**src/rtl/scsi_cs_pkg.sv**
```systemverilog
`timescale 1ns/1ps
package scsi_cs_pkg;
  localparam int unsigned BYTE_W = 8;
  localparam int unsigned ADDR_W = 4;

  // register offsets the host map decodes
  localparam logic [ADDR_W-1:0] OFS_CMD   = 4'h3;
  localparam logic [ADDR_W-1:0] OFS_STAT  = 4'h4;
  localparam logic [ADDR_W-1:0] OFS_CAUSE = 4'h5;
  localparam logic [ADDR_W-1:0] OFS_STEP  = 4'h6;
  localparam logic [ADDR_W-1:0] OFS_FLAGS = 4'h7;
  localparam logic [ADDR_W-1:0] OFS_CFG   = 4'h8;
  localparam logic [ADDR_W-1:0] OFS_ID    = 4'hE;

  // status bit positions
  localparam int unsigned ST_IRQ = 7;
  localparam int unsigned ST_TC  = 4;

  // interrupt cause values
  localparam logic [BYTE_W-1:0] CAUSE_DONE  = 8'h08;
  localparam logic [BYTE_W-1:0] CAUSE_BUSSV = 8'h10;
  localparam logic [BYTE_W-1:0] CAUSE_DISC  = 8'h20;
  localparam logic [BYTE_W-1:0] CAUSE_BRST  = 8'h80;
  localparam logic [BYTE_W-1:0] STEP_DONE   = 8'h04;

  typedef enum logic [3:0] {
    OP_NONE, OP_FLUSH, OP_CHIPRST, OP_BUSRST, OP_XFER, OP_ICMPL,
    OP_MSGACC, OP_PAD, OP_SELECT, OP_ENSEL, OP_BAD
  } op_e;
endpackage

```
**src/rtl/scsi_cs_decode.sv**
```systemverilog
`timescale 1ns/1ps
module scsi_cs_decode
  import scsi_cs_pkg::*;
(
  input  logic              wr_en,
  input  logic [ADDR_W-1:0] wr_addr,
  input  logic [6:0]        code,
  output op_e               op
);
  always_comb begin
    op = OP_NONE;
    if (wr_en && (wr_addr == OFS_CMD)) begin
      case (code)
        7'h00, 7'h1A:        op = OP_NONE;
        7'h01:               op = OP_FLUSH;
        7'h02:               op = OP_CHIPRST;
        7'h03:               op = OP_BUSRST;
        7'h10:               op = OP_XFER;
        7'h11:               op = OP_ICMPL;
        7'h12:               op = OP_MSGACC;
        7'h18:               op = OP_PAD;
        7'h41, 7'h42, 7'h43: op = OP_SELECT;
        7'h44:               op = OP_ENSEL;
        default:             op = OP_BAD;
      endcase
    end
  end
endmodule

```
**src/rtl/scsi_cs_regs.sv**
```systemverilog
`timescale 1ns/1ps
module scsi_cs_regs
  import scsi_cs_pkg::*;
#(
  parameter logic [BYTE_W-1:0] CFG_RST = 8'h07,
  parameter int unsigned       RPT_BIT = 6
) (
  input  logic              clk,
  input  logic              rst_n,
  input  op_e               op,
  input  logic              sel_ok,
  input  logic              cause_rd,
  input  logic              cfg_we,
  input  logic [BYTE_W-1:0] cfg_wdata,
  output logic [BYTE_W-1:0] stat_q,
  output logic [BYTE_W-1:0] cause_q,
  output logic [BYTE_W-1:0] step_q,
  output logic [BYTE_W-1:0] flags_q,
  output logic [BYTE_W-1:0] cfg_q,
  output logic              err_q
);
  logic [BYTE_W-1:0] stat_n, cause_n, step_n, flags_n, cfg_n;
  logic              raise;

  always_comb begin
    stat_n  = stat_q;
    cause_n = cause_q;
    step_n  = step_q;
    flags_n = flags_q;
    cfg_n   = cfg_q;
    raise   = 1'b0;
    if (cause_rd) begin
      cause_n        = '0;
      stat_n[ST_TC]  = 1'b0;
      stat_n[ST_IRQ] = 1'b0;
      step_n         = STEP_DONE;
    end
    case (op)
      OP_FLUSH: begin
        cause_n = CAUSE_DONE;
        step_n  = '0;
        flags_n = '0;
      end
      OP_CHIPRST: begin
        stat_n  = '0;
        cause_n = '0;
        step_n  = '0;
        flags_n = '0;
        cfg_n   = CFG_RST;
      end
      OP_BUSRST: begin
        cause_n = CAUSE_BRST;
        raise   = ~cfg_q[RPT_BIT];
      end
      OP_XFER: stat_n[ST_TC] = 1'b0;
      OP_ICMPL: begin
        stat_n[ST_TC] = 1'b1;
        stat_n[2:0]   = 3'b111;
        flags_n       = 8'h02;
        cause_n       = CAUSE_DONE;
        raise         = 1'b1;
      end
      OP_MSGACC: begin
        cause_n = CAUSE_DISC;
        step_n  = '0;
        flags_n = '0;
        raise   = 1'b1;
      end
      OP_PAD: begin
        stat_n  = {stat_q[ST_IRQ], 7'h10};
        cause_n = CAUSE_DONE;
        step_n  = '0;
      end
      OP_SELECT: begin
        raise = 1'b1;
        if (sel_ok) begin
          stat_n[ST_TC] = 1'b1;
          cause_n       = CAUSE_BUSSV | CAUSE_DONE;
          step_n        = STEP_DONE;
        end else begin
          stat_n  = {stat_q[ST_IRQ], 7'h00};
          cause_n = CAUSE_DISC;
          step_n  = '0;
        end
      end
      OP_ENSEL: cause_n = '0;
      default: ;
    endcase
    if (cfg_we) cfg_n = cfg_wdata;
    if (raise)  stat_n[ST_IRQ] = 1'b1;
  end

  always_ff @(posedge clk or negedge rst_n) begin
    if (!rst_n) begin
      stat_q  <= '0;
      cause_q <= '0;
      step_q  <= '0;
      flags_q <= '0;
      cfg_q   <= CFG_RST;
      err_q   <= 1'b0;
    end else begin
      stat_q  <= stat_n;
      cause_q <= cause_n;
      step_q  <= step_n;
      flags_q <= flags_n;
      cfg_q   <= cfg_n;
      err_q   <= (op == OP_BAD);
    end
  end
endmodule

```
**src/rtl/scsi_cs_rdmux.sv**
```systemverilog
`timescale 1ns/1ps
module scsi_cs_rdmux
  import scsi_cs_pkg::*;
#(
  parameter logic [BYTE_W-1:0] CHIP_ID = 8'h04
) (
  input  logic              rd_en,
  input  logic [ADDR_W-1:0] rd_addr,
  input  logic [BYTE_W-1:0] stat,
  input  logic [BYTE_W-1:0] cause,
  input  logic [BYTE_W-1:0] step,
  input  logic [BYTE_W-1:0] flags,
  input  logic [BYTE_W-1:0] cfg,
  output logic [BYTE_W-1:0] rd_data
);
  always_comb begin
    rd_data = '0;
    if (rd_en) begin
      case (rd_addr)
        OFS_STAT:  rd_data = stat;
        OFS_CAUSE: rd_data = cause;
        OFS_STEP:  rd_data = step;
        OFS_FLAGS: rd_data = flags;
        OFS_CFG:   rd_data = cfg;
        OFS_ID:    rd_data = CHIP_ID;
        default:   rd_data = '0;
      endcase
    end
  end
endmodule

```
**src/rtl/scsi_cmd_status.sv**
```systemverilog
`timescale 1ns/1ps
module scsi_cmd_status
  import scsi_cs_pkg::*;
#(
  parameter logic [7:0] CHIP_ID = 8'h04,
  parameter logic [7:0] CFG_RST = 8'h07,
  parameter int unsigned RPT_BIT = 6
) (
  input  logic       clk,
  input  logic       rst_n,
  input  logic       wr_en,
  input  logic [3:0] wr_addr,
  input  logic [7:0] wr_data,
  input  logic       rd_en,
  input  logic [3:0] rd_addr,
  output logic [7:0] rd_data,
  input  logic       sel_target_ok,
  output logic       irq,
  output logic       cmd_err
);
  op_e               op;
  logic [BYTE_W-1:0] stat_q, cause_q, step_q, flags_q, cfg_q;
  logic              cause_rd, cfg_we;

  assign cause_rd = rd_en && (rd_addr == OFS_CAUSE);
  assign cfg_we   = wr_en && (wr_addr == OFS_CFG);

  scsi_cs_decode u_dec (
    .wr_en   (wr_en),
    .wr_addr (wr_addr),
    .code    (wr_data[6:0]),
    .op      (op)
  );

  scsi_cs_regs #(.CFG_RST(CFG_RST), .RPT_BIT(RPT_BIT)) u_regs (
    .clk       (clk),
    .rst_n     (rst_n),
    .op        (op),
    .sel_ok    (sel_target_ok),
    .cause_rd  (cause_rd),
    .cfg_we    (cfg_we),
    .cfg_wdata (wr_data),
    .stat_q    (stat_q),
    .cause_q   (cause_q),
    .step_q    (step_q),
    .flags_q   (flags_q),
    .cfg_q     (cfg_q),
    .err_q     (cmd_err)
  );

  scsi_cs_rdmux #(.CHIP_ID(CHIP_ID)) u_rd (
    .rd_en   (rd_en),
    .rd_addr (rd_addr),
    .stat    (stat_q),
    .cause   (cause_q),
    .step    (step_q),
    .flags   (flags_q),
    .cfg     (cfg_q),
    .rd_data (rd_data)
  );

  assign irq = stat_q[ST_IRQ];
endmodule

```
**config.mk**
```make
export PLATFORM = sky130hd
export DESIGN_NAME = scsi_cmd_status
export DESIGN_NICKNAME = d
export VERILOG_FILES = /design/src/rtl/scsi_cs_pkg.sv /design/src/rtl/scsi_cs_decode.sv /design/src/rtl/scsi_cs_regs.sv /design/src/rtl/scsi_cs_rdmux.sv /design/src/rtl/scsi_cmd_status.sv
export SDC_FILE = /design/constraint.sdc
export NUM_CORES = 1
export LEC_CHECK = 0
export BUFFER_PORTS_ARGS = -buffer_cell sky130_fd_sc_hd__buf_2
export CAP_MARGIN = 20
export CORE_MARGIN = 5
export CORE_UTILIZATION = 29
export CTS_CLUSTER_SIZE = 12
export DETAILED_ROUTE_END_ITERATION = 6
export GPL_ROUTABILITY_DRIVEN = 0
export GPL_TIMING_DRIVEN = 0
export PLACE_DENSITY = 0.44
export SLEW_MARGIN = 5
export SYNTH_ARGS = -nofsm -noshare
export SYNTH_HDL_FRONTEND = slang
export SYNTH_SLANG_ARGS = --single-unit
export TNS_END_PERCENT = 50
```
**constraint.sdc**
```tcl
create_clock -name clk -period 2.85 [get_ports clk]
set_input_delay 0.1425 -clock clk [delete_from_list [all_inputs] [get_ports clk]]
set_output_delay 0.1425 -clock clk [all_outputs]
set_load 0.1 [all_outputs]
```
==> impl_results.md <==
* Final hold slack at approximately 0.13 ns
* Gate power share at around 22%
* CTS H-Tree Depth at 1
* CP Launch Type: input pin
* Tmin final at between 1.5 and 2 ns
* Skew-Pair Late Insertion Delay at 0.25 ns
* First-pass GRT wire length at ~6.4 mm
* CTS tree: yes
* Placed inst area at between 0.0015 and 0.002 mm^2
* Final instance area at approximately 0.0016 mm^2
* DR vias at roughly 1300
* CTS Buf Count at 3
* Mapped Cells at 150
* Setup ws final at between 0.9 and 1 ns
* Achievable Freq at 520 MHz
* Slew headroom at 63.6%
* Die Span Y at roughly 79 um
* PostCTS Resize Cnt at 0
* Site row count at 25
* Die Wd at around 79 um
* CP max FO at 8
* Initial core utilization at roughly 30%
* Vias per inst at around 5.5
* Pre-CTS WS at between 0.8 and 0.9 ns
* Worst Path Required at roughly 2.7 ns
* Synth top area share at between 20% and 30%
* Unique masters post-synth at 52
* Largest net degree at the start of global routing at 19
* Maximum VDD drop at 0.125 mV
* Status: finished, final reports clean
* Routed wire length at 3.95 mm
* Reg clk slew, reported paths at about 0.06 ns
* Final setup fails at 0
* Crit path capture type: output port
* Post-Syn Nets at 171
* Post-CTS Setup Bufs at 0
* Port Buffer Count at 27
* Max-slew violations at 0
* Yosys reg bits at 18
* List of most frequent post-synthesis cells: dfrtp_1, nor2_1, a21oi_1, nand2_1
* Syn avg cell area at slightly above 9 um^2
* Yosys warns at 0
* Die ar. at 0.00622 mm^2
* Kind of critical path: input pin to output port
* Clock sinks at 18
* Leakage at roughly 0.7 nW
* DRT antenna net count at 0
* Mapped Area at ~0.0014 mm^2
* GRT Total Usage at 13.1%
* Clock skew at roughly 0.0018 ns
* Largest area contributor in the netlist: dfrtp_1
* DRC Markers at 0
* Layout area overhead at 19.1%
* Ant. Diodes at 0
* Max_cap viols at 0
* Num ports at 31
* Pint at roughly 0.45 mW
* Final Hold Viols at 0
* Share of layout cells above drive strength 1 at a little over a quarter
* Initial antenna violation count at 0
* Largest cells by area after synthesis: dfrtp_1, dfstp_2, a2111oi_4, a22o_1, a21oi_1
* Critical Path AT at 1.78 ns
* Clock share of power at ~28%
* Tightest Pin Transition at 0.541 ns
* Sequential cell area fraction in the yosys report at roughly 33%
* EDFF count, synth at 0
* Vias in the first global route at between 1000 and 1500
* # nets final at roughly 200
* Average routed wire per standard cell at around 17 um
* TritonRoute pass-1 iters at 4
* Most frequent cell after synthesis: dfrtp_1
* Net Sw Frac at slightly below 30%
* Root Driver: clkbuf_8
* Overflow after GRT at 0
* Dpl hpwl at 3.25 mm
* 1st-iter DRT viols at 66
* Sequential Power Share at roughly 50%
* Worst Hold Class: input pin to flip-flop
* Ys flop type: dfrtp_1
* RSZ-0062 raised after global routing: false
* Final Cycle Share at between 60 and 70%
* Total net switching power at about 0.19 mW
* Pwr/cell area at 392 mW/mm^2
* Total core area at roughly 0.0047 mm^2
* Post-synth ARST share at 100%
* Clock Tree Buf Depth at 2
worst paths after layout:
check,startpoint,endpoint,slack (ns),depth (start not counted)
setup / recovery,rd_addr[3],rd_data[0],0.93,7
hold / removal,wr_data[7],u_regs.cfg_q[7],0.13,2
setup reg to reg,u_regs.cfg_q[6],u_regs.stat_q[7],1.72,5
hold reg to reg,u_regs.cause_q[3],u_regs.cause_q[3],0.49,1
max in group asynchronous,rst_n,u_regs.cfg_q[0],2.18,2
min in group asynchronous,rst_n,u_regs.cause_q[4],0.35,2
power groups by stage:
stage	clock network, mW	registers, mW	logic [mW]
5_1_grt	0.194	0.324	0.159
2_1_floorplan	0	0.317	0.0942
3_5_place_dp	0	0.326	0.143
6_report	0.179	0.320	0.144
3_3_place_gp	0	0.326	0.139
4_1_cts	0.184	0.322	0.145
what timing repair did:
action                                 CTS  global route
endpoints found under the hold margin   15             0
hold buffers                             1             0
setup endpoints to repair                0             0
kinds of logic after synthesis:
group / count (synthesis) / share of synthesized area (%)
buf+inv: 11 / 4.55
compound gates: 63 / 35.7
simple gates: 57 / 26.1
xor+xnor: 1 / 0.636
flops: 18 / 33.0
registers in the layout, summed over array words and instances, names as in the netlist:
name,count
u_regs.err_q,1
u_regs.cfg_q,8
u_regs.cause_q,4
u_regs.step_q,1
u_regs.stat_q,3
u_regs.flags_q,1
layer usage:
metal | GRT usage [%] | vias up | wire [um]
met1 | 17.3 | 608 | 1840
met2 | 20.6 | 33 | 1780
li1 | - | 645 | -
met5 | 0 | - | 0
met3 | 2.04 | 9 | 198
met4 | 6.53 | 0 | 128
cells in the final DEF, fill, tap and decap left out, types with 6 or more instances in the layout:
master,count
a21oi_1,10
a22o_1,6
a22oi_1,6
buf_2,29
dfrtp_1,15
nand2_1,9
nor2_1,12
o21ai_0,6
critical path, cell delays in order:
cell and delay (ns):
buf_2 0.10, nor2b_1 0.12, clkbuf_1 0.27, nor2b_1 0.27
o21ai_0 0.23, nor3_2 0.20, buf_2 0.44
area by class of cell:
class	instances	area, um^2
Buffer	9	55.1
Clock buffer	4	45.0
Fill cell	495	3020
Inverter	2	7.51
Multi-Input combinational cell	121	865
Sequential cell	18	454
Tap cell	54	67.6
Timing Repair Buffer	28	145
stage by stage:
step | util [%] | TNS (ns) | std cells | power, mW
final | 35.2 | 0 | 236 | 0.643
after detailed placement | 34.0 | 0 | 231 | 0.470
after CTS | 35.2 | 0 | 236 | 0.651
after global placement | 34.0 | 0 | 231 | 0.466
after global routing | 35.2 | 0 | 236 | 0.676
after floorplan | - | -0.126 | 150 | 0.412
No activity file was read; power rests on OpenSTA's default activity.
